==> config.mk <==
export PLATFORM = sky130hd
export DESIGN_NAME = mpwm_interleave
export DESIGN_NICKNAME = d
export VERILOG_FILES = /design/src/rtl/mpwm_pkg.sv /design/src/rtl/mpwm_carrier.sv /design/src/rtl/mpwm_leg.sv /design/src/rtl/mpwm_interleave.sv
export SDC_FILE = /design/constraint.sdc
export NUM_CORES = 1
export LEC_CHECK = 0
export ABC_AREA = 1
export ABC_CLOCK_PERIOD_IN_PS = 10640
export CORE_UTILIZATION = 65
export DETAILED_ROUTE_END_ITERATION = 10
export PLACE_DENSITY = 0.85
export SKIP_LAST_GASP = 1
export SYNTH_ARGS = -nofsm -noshare
export SYNTH_HDL_FRONTEND = slang
export SYNTH_SLANG_ARGS = --single-unit
export TNS_END_PERCENT = 1
==> constraint.sdc <==
create_clock -name clk_i -period 10.64 [get_ports clk_i]
set_clock_uncertainty 0.05 [all_clocks]
set_input_delay 2.128 -clock clk_i [delete_from_list [all_inputs] [get_ports clk_i]]
set_output_delay 2.128 -clock clk_i [all_outputs]
set_load 0.01 [all_outputs]
==> src/rtl/mpwm_pkg.sv <==
package mpwm_pkg;
  localparam int unsigned CNT_W   = 12;             // period / modulation width
  localparam int unsigned LEN_W   = CNT_W + 1;      // period length in clocks
  localparam int unsigned DT_W    = 7;              // dead-time width
  localparam int unsigned PHC_W   = 3;              // phase-count field width
  localparam int unsigned OFF_W   = LEN_W + PHC_W;  // product k * length

  typedef logic [CNT_W-1:0] cnt_t;
  typedef logic [LEN_W-1:0] len_t;

  typedef struct packed {
    cnt_t             per;
    cnt_t             duty;
    logic             tri_m;
    logic             shift;
    logic [PHC_W-1:0] nact;
  } shadow_t;

  // clocks in one carrier period
  function automatic len_t seq_len(input shadow_t s);
    if (s.per == '0) return len_t'(1);
    if (s.tri_m)     return {s.per, 1'b0};
    return len_t'(s.per) + len_t'(1);
  endfunction

  // carrier value seen at sequence position p
  function automatic cnt_t carrier_at(input shadow_t s, input len_t p);
    len_t down;
    down = {s.per, 1'b0} - p;
    if (s.tri_m && (p > len_t'(s.per))) return down[CNT_W-1:0];
    return p[CNT_W-1:0];
  endfunction

  // lead of phase k over phase 0, in clocks
  function automatic len_t phase_off(input int unsigned k, input len_t len,
                                     input logic [PHC_W-1:0] nact, input logic shift);
    logic [OFF_W-1:0] prod;
    if (!shift || (k == 0) || (nact == '0)) return '0;
    prod = OFF_W'(k) * OFF_W'(len);
    return len_t'(prod / OFF_W'(nact));
  endfunction
endpackage

==> src/rtl/mpwm_carrier.sv <==
module mpwm_carrier
  import mpwm_pkg::*;
#(
  parameter int unsigned NPH = 4
) (
  input  logic             clk_i,
  input  logic             rst_ni,
  input  cnt_t             period_i,
  input  cnt_t             duty_i,
  input  logic [PHC_W-1:0] nph_i,
  input  logic             tri_sel_i,
  input  logic             shift_en_i,
  output shadow_t          sh_o,
  output len_t             pos_o,
  output len_t             len_o,
  output logic             live_o,
  output logic             strobe_o
);
  shadow_t          sh_q, sh_d;
  len_t             pos_q, pos_d, len;
  logic             live_q, last, sh_en;
  logic [PHC_W-1:0] nact_c;

  // next-state
  always_comb begin
    nact_c = nph_i;
    if (nph_i == '0)                nact_c = PHC_W'(1);
    else if (nph_i > PHC_W'(NPH))   nact_c = PHC_W'(NPH);
    len   = seq_len(sh_q);
    last  = (pos_q == (len - len_t'(1)));
    sh_en = last;
    pos_d = last ? '0 : (pos_q + len_t'(1));
    sh_d  = '{per: period_i, duty: duty_i, tri_m: tri_sel_i,
              shift: shift_en_i, nact: nact_c};
  end

  // registers
  always_ff @(posedge clk_i or negedge rst_ni) begin
    if (!rst_ni) begin
      sh_q   <= '{per: '0, duty: '0, tri_m: 1'b0, shift: 1'b0, nact: PHC_W'(1)};
      pos_q  <= '0;
      live_q <= 1'b0;
    end else begin
      if (sh_en) sh_q <= sh_d;
      pos_q  <= pos_d;
      live_q <= 1'b1;
    end
  end

  assign sh_o     = sh_q;
  assign pos_o    = pos_q;
  assign len_o    = len;
  assign live_o   = live_q;
  assign strobe_o = (pos_q == '0);
endmodule

==> src/rtl/mpwm_leg.sv <==
module mpwm_leg
  import mpwm_pkg::*;
#(
  parameter int unsigned IDX = 0
) (
  input  logic            clk_i,
  input  logic            rst_ni,
  input  shadow_t         sh_i,
  input  len_t            pos_i,
  input  len_t            len_i,
  input  len_t            off_i,
  input  logic [DT_W-1:0] dtime_i,
  input  logic            live_i,
  input  logic            oe_i,
  output logic            hs_o,
  output logic            ls_o
);
  logic [LEN_W:0]  sum;
  len_t            ph_pos;
  cnt_t            car;
  logic            raw_d, raw_q, active, settled;
  logic [DT_W-1:0] run_d, run_q, dt_eff;

  // next-state: phase position, compare, gap counter
  always_comb begin
    sum    = {1'b0, pos_i} + {1'b0, off_i};
    ph_pos = (sum >= {1'b0, len_i}) ? len_t'(sum - {1'b0, len_i}) : sum[LEN_W-1:0];
    car    = carrier_at(sh_i, ph_pos);
    raw_d  = (sh_i.duty >= sh_i.per) ? 1'b1 : (car < sh_i.duty);
    run_d  = run_q;
    if (raw_d != raw_q)     run_d = '0;
    else if (run_q != '1)   run_d = run_q + 1'b1;
    dt_eff  = sh_i.tri_m ? dtime_i : '0;
    active  = (PHC_W'(IDX) < sh_i.nact);
    settled = (run_q >= dt_eff);
  end

  // registers
  always_ff @(posedge clk_i or negedge rst_ni) begin
    if (!rst_ni) begin
      raw_q <= 1'b0;
      run_q <= '0;
    end else begin
      raw_q <= raw_d;
      run_q <= run_d;
    end
  end

  assign hs_o = live_i & oe_i & active &  raw_q & settled;
  assign ls_o = live_i & oe_i & active & ~raw_q & settled;
endmodule

==> src/rtl/mpwm_interleave.sv <==
module mpwm_interleave
  import mpwm_pkg::*;
#(
  parameter int unsigned NPH = 4
) (
  input  logic             clk_i,
  input  logic             rst_ni,
  input  logic [CNT_W-1:0] period_i,
  input  logic [CNT_W-1:0] duty_i,
  input  logic [DT_W-1:0]  dtime_i,
  input  logic [PHC_W-1:0] nph_i,
  input  logic             tri_sel_i,
  input  logic             shift_en_i,
  input  logic             oe_i,
  output logic [NPH-1:0]   hs_o,
  output logic [NPH-1:0]   ls_o,
  output logic [CNT_W-1:0] carrier_o,
  output logic             strobe_o
);
  logic [1:0] rst_sync_q;
  logic       rst_n, live;
  shadow_t    sh;
  len_t       pos, len;
  len_t       offs [NPH];

  // reset: asserted at once, released after two clocks
  always_ff @(posedge clk_i or negedge rst_ni) begin
    if (!rst_ni) rst_sync_q <= '0;
    else         rst_sync_q <= {rst_sync_q[0], 1'b1};
  end
  assign rst_n = rst_sync_q[1];

  mpwm_carrier #(.NPH(NPH)) carrier_i (
    .clk_i(clk_i), .rst_ni(rst_n), .period_i(period_i), .duty_i(duty_i),
    .nph_i(nph_i), .tri_sel_i(tri_sel_i), .shift_en_i(shift_en_i),
    .sh_o(sh), .pos_o(pos), .len_o(len), .live_o(live), .strobe_o(strobe_o)
  );

  for (genvar k = 0; k < NPH; k++) begin : g_leg
    assign offs[k] = phase_off(k, len, sh.nact, sh.shift);
    mpwm_leg #(.IDX(k)) leg_i (
      .clk_i(clk_i), .rst_ni(rst_n), .sh_i(sh), .pos_i(pos), .len_i(len),
      .off_i(offs[k]), .dtime_i(dtime_i), .live_i(live), .oe_i(oe_i),
      .hs_o(hs_o[k]), .ls_o(ls_o[k])
    );
  end

  assign carrier_o = carrier_at(sh, pos);
endmodule

==> results of run 1 <==
-- per-stage QoR --
step	hold slack [ns]	setup WS, ns
after floorplan	0.281	-17.16
after global placement	0.293	-17.73
after detailed placement	0.295	-22.17
-- cell families after synthesis --
| kind of cell | after synthesis |
|---|---|
| DFF | 77 |
| adders and majority gates | 471 |
| and+or+nand+nor | 2538 |
| muxes | 1 |
| AOI/OAI and AO/OA | 837 |
| xor gates and xnor gates | 284 |
| buffers and inverters | 870 |
| other | 2 |
==> results.txt, run 1 <==
- Top-area cell type share of the netlist area: 0.188
- In the synthesized netlist, the cells that appear most often are 1194 x sky130_fd_sc_hd__nand2_1, 776 x sky130_fd_sc_hd__inv_1, 465 x sky130_fd_sc_hd__nor2_1.
- Vertical die dimension: between 200 and 250 um
* Stage at which the flow ended: clock tree synthesis (4_1_cts)
* Number of buffers created by CTS: 9
* Post-Synthesis Cell Area: 0.0304 mm2
* CTS Hold Buffers Added: 0
* Complex-gate fraction of the synthesized area: 0.154
- Main combinational cell family by area after synthesis: simple AND/OR/NAND/NOR gates
- The synthesized design contains 0 enable-type register cells.
- Result of the run: did not finish
- Measured along the x axis, the die boundary spans 218 um.
* # Post-CTS Setup Buffers: about 100
- In this run, synthesis produced a sequential element count of slightly below 80.
- The Yosys step of the flow raised 0 warnings.
- The initial utilization of the core area, before any placement, comes to 0.664.
- Ports placed on the boundary: 60
- Number of different library cells in the post-synthesis netlist: just under 80
- The tool reported: "[ERROR DPL-0033] detailed placement checks failed during check placement".
- Yosys attributes the largest share of cell area to sky130_fd_sc_hd__ha_1 19%, sky130_fd_sc_hd__nand2_1 15%, sky130_fd_sc_hd__inv_1 9.6%.
- For this run, the leading register cell type out of synthesis is sky130_fd_sc_hd__dfrtp_1.
- After detailed placement, the total cell area comes to 0.0427 mm2.
- Routability-driven placement finished with a final weighted congestion of around 1.1.
- HPWL after detailed placement: between 100 and 150 mm
- Of the total synthesized cell area, the portion taken by full adders, half adders and majority gates is 0.197.
- Clock tree root driver cell: sky130_fd_sc_hd__clkbuf_16
- Most numerous cell in the Yosys netlist: sky130_fd_sc_hd__nand2_1
- Of the total synthesized cell area, the portion taken by AND, OR, NAND and NOR gates is 0.389.
- CTS built an H-tree with a depth of 3.
- Avg Synthesized Cell Area: between 5 and 6 um2
- The floorplan has just under 80 rows.
* CTS sink cnt: 77
* Share of synthesized registers carrying an async set or reset: 1.00
- Dpl cells: ~7000
- Of the total synthesized cell area, the portion taken by XOR and XNOR cells is 0.0819.
* Buffers on Ports: 59
- Of all cell types, the one taking the most synthesized area is sky130_fd_sc_hd__ha_1.
- Share of synthesized area occupied by flip-flops and latches: 0.0634
* Number of buffers between clock root and the deepest sink: 2
* Fraction of synthesized area in multiplexers: 0.000329
* Synthesized netlist cell count: 5080
- Post-cts gate resize count: around 220
==> run 2, diff against run 1 <==
--- a/config.mk
+++ b/config.mk
@@ -7,9 +7,9 @@
 export LEC_CHECK = 0
 export ABC_AREA = 1
 export ABC_CLOCK_PERIOD_IN_PS = 10640
-export CORE_UTILIZATION = 65
+export CORE_UTILIZATION = 40
 export DETAILED_ROUTE_END_ITERATION = 10
-export PLACE_DENSITY = 0.85
+export PLACE_DENSITY_LB_ADDON = 0.15
 export SKIP_LAST_GASP = 1
 export SYNTH_ARGS = -nofsm -noshare
 export SYNTH_HDL_FRONTEND = slang
==> run 2 against run 1 <==
  * The flow now finishes, with violations (setup timing)
  * Synthesized area is the same
  * Synthesized cell count is the same
==> results.txt, run 2 <==
- The run finished, with violations left.
* Violated checks: setup timing
- Synthesized netlist cell count: 5080 (unchanged)
- In the layout the commonest cells are 1844 x sky130_fd_sc_hd__buf_4, 1146 x sky130_fd_sc_hd__nand2_1, 723 x sky130_fd_sc_hd__inv_1.
- Largest stage delay on the critical path: 0.44 ns
- Clock network latency to the later pin of the worst-skew pair: around 0.36 ns
- For the worst setup path, the data arrival time is between 20 and 30 ns.
- Fraction of final layout cells with drive strength greater than 1: 0.377
* Detail Route Antenna Nets: 0
- Setup repair after global routing could not meet its margin everywhere.
- CTS H-Tree Depth: 3 (unchanged)
- Crit path max fanout: 7
- In the global route stage, met3 resource usage came out at 0.0289.
- Ports placed on the boundary: 60 (unchanged)
- The number of buffers created by CTS was 9 (unchanged).
* Worst slew pin tran: just under 0.9 ns
- Number of antenna violations at the first check in global routing: 0
* Number of antenna cells inserted: 0
- Max-cap violations in this run came to 0.
- TritonCTS clock tree: yes
- STA classifies the critical path endpoint as a register.
- Prevailing post-synth register cell: sky130_fd_sc_hd__dfrtp_1
- For this run, global-route usage on met1 was measured as 0.365.
- The final count of pins violating max slew came to 0.
* Dpl cells: 7595 (+6.5%)
- Total overflow reported by the global router: 0
- The layer flagged by global routing as most heavily used is met2.
- Share of synthesized area occupied by flip-flops and latches: 0.0634 (unchanged)
* M2 GR Usage: 0.536
- Biggest area consumer among synthesized cells: sky130_fd_sc_hd__ha_1
* Highest-delay cell along the critical path: sky130_fd_sc_hd__dfrtp_2
- Initial standard-cell utilization of the core: 0.406 (-0.258)
* PnR worst setup slack: -16.93 ns
- Number of enable-type register cells in the synthesized netlist: 0 (unchanged)
- Sum of routed wire length over all layers: 118 mm
- Leaving out fill and tap cells, the most frequent cell in the layout is sky130_fd_sc_hd__buf_4.
- Initial DRT Pass Iterations: 6
- Number of nets in the layout: 7478
- For this run, the top clock speed supported by timing is 36.3 MHz.
* Path type of the worst setup path: register to register
* Yosys warning count: 0 (unchanged)
* Vias per inst: 4.97
- Hold violation total from the final report: 0
- Final routed wire length divided by cell count: 14.9 um
- Filler-free cell count of the finished design: between 7000 and 8000
* Post-Synthesis Cell Area: 0.0304 mm2 (unchanged)
- For this run, the total global-route usage over all layers was measured as 0.296.
- CTS Hold Buffers Added: 0 (unchanged)
- Setup-failing EPs final: 24
- Vertical die dimension: 278 um (+27%)
- Clock-pin slew on the worst setup and hold paths: around 0.060 ns
- Min Hold Slack: between 0.1 and 0.15 ns
* Largest net degree at the start of global routing: 62
- The total clock sinks is 77 (unchanged).
- The proportion of register bits with asynchronous set or reset after synthesis was 1.00 (unchanged).
- Wire length of the first global-routing pass: ~190 mm
- DRC violations left: 0
- Die W: 278 um (+27%)
* Cell type with the highest occurrence count on the critical path: sky130_fd_sc_hd__buf_4
- Count of fill cells added during filler insertion: between 6000 and 7000
- The count of distinct cell types in the synthesized netlist was 78 (unchanged).
- The min-delay analysis places its worst path in the category register to async pin.
- Most used standard cells in the synthesized netlist: 1194 x sky130_fd_sc_hd__nand2_1, 776 x sky130_fd_sc_hd__inv_1, 465 x sky130_fd_sc_hd__nor2_1
* Register bit total from synthesis: 77 (unchanged)
- Counting I/O delays and the setup requirement, the final critical path takes roughly 28 ns.
* Avg Synthesized Cell Area: 5.98 um2 (unchanged)
- The maximum buffer depth of the clock tree is 2 (unchanged).
- Floorplan row count: 100 (+28%)
* Max reg flops: 29
- Biggest area contributors in the synthesized netlist: sky130_fd_sc_hd__ha_1 19%, sky130_fd_sc_hd__nand2_1 15%, sky130_fd_sc_hd__inv_1 9.6%
- Dividing the final minimum period by the clock period gives 2.59.
* Total via count after detailed routing: just under 40000
- Top-area cell type share of the netlist area: 0.188 (unchanged)
- Max_slew headroom: 0.413
* Die Outline Area: between 0.07 and 0.08 mm2
* Launching element type of the critical path: register
- Clock tree root driver cell: sky130_fd_sc_hd__clkbuf_16
- The total area inside the core boundary comes to about 0.075 mm2.
- Syn-to-layout area delta: 59.7%
* Number of DRC markers in iteration 0: about 2100
- The number of global-route vias before repair is between 30000 and 40000.
- Worst setup timing slack at the placement stage: -18.59 ns (+3.58 ns)
- The HPWL after detailed placement came to 94.3 mm (-22%).
* Buffers on Ports: 59 (unchanged)
- Routability Congestion: 0.988 (-7.2%)
* Most numerous cell in the Yosys netlist: sky130_fd_sc_hd__nand2_1
- Required time of the critical path: 10.83 ns
==> run 2: worst max-delay path: cells and delay by family (launching register included) <==
family	cells	cell delay, ns
buffers and inverters	64	6.84
adders and majority gates	18	4.54
and+or+nand+nor	101	10.03
xor gates and xnor gates	8	1.35
DFF	1	0.44
AOI/OAI and AO/OA	29	4.17
==> run 2: cell type report <==
cell class | instances | area (um2) | area share
Clock inverter | 6 | 71.3 | 0.00147
Sequential cell | 77 | 1940 | 0.0401
Inverter | 814 | 3130 | 0.0645
Clock buffer | 10 | 229 | 0.00472
Tap cell | 969 | 1210 | 0.0250
Timing Repair Buffer | 1932 | 14800 | 0.305
Multi-Input combinational cell | 4134 | 27100 | 0.559
==> run 2: cell families (layout without fill, tap and decap cells) <==
family	Yosys count	in the layout	share of synthesized area
muxes	1	1	0.000329
other	2	3	0.000247
DFF	77	77	0.0634
and+or+nand+nor	2538	2538	0.389
AOI/OAI and AO/OA	837	837	0.154
xor gates and xnor gates	284	284	0.0819
buffers and inverters	870	2762	0.114
adders and majority gates	471	471	0.197
==> run 2: what timing repair did <==
item,CTS,global route
resized for setup,345,173
buffers inserted,284,47
pin swaps,302,200
setup endpoints to repair,24,24
cloned,1,0
==> run 2: final timing paths <==
kind,start,to,slack (ns),depth (start not counted)
min in group clk_i,rst_sync_q[0],rst_sync_q[1],0.32,0
setup reg to reg,carrier_i.sh_o[18],g_leg[1].leg_i.run_q[3],-16.93,220
hold / removal,rst_sync_q[1],g_leg[1].leg_i.run_q[0],0.13,0
hold reg to reg,rst_sync_q[1],g_leg[1].leg_i.run_q[0],0.13,0
setup / recovery,carrier_i.sh_o[18],g_leg[1].leg_i.run_q[3],-16.93,220
max in group asynchronous,rst_ni,rst_sync_q[1],8.52,1
==> run 2: metal layers <==
layer / part of all wire / wire, um / up-vias
li1: - / - / 20413
met1: 0.43 / 51300 / 18041
met2: 0.48 / 57300 / 812
met3: 0.047 / 5510 / 238
met4: 0.036 / 4210 / 0
met5: 0 / 0 / -
==> run 2: stage by stage <==
stage	util	cell area, um2	TNS (ns)
after floorplan	-	30900	-407.77
after global placement	0.586	43800	-414.53
after detailed placement	0.586	43800	-428.59
after CTS	0.633	47300	-389.58
after global routing	0.649	48500	-442.05
final	0.649	48500	-389.88
Power of run 2 is not shown: default switching activity piles up to over one toggle a cycle in this logic, so the estimate is an artifact.
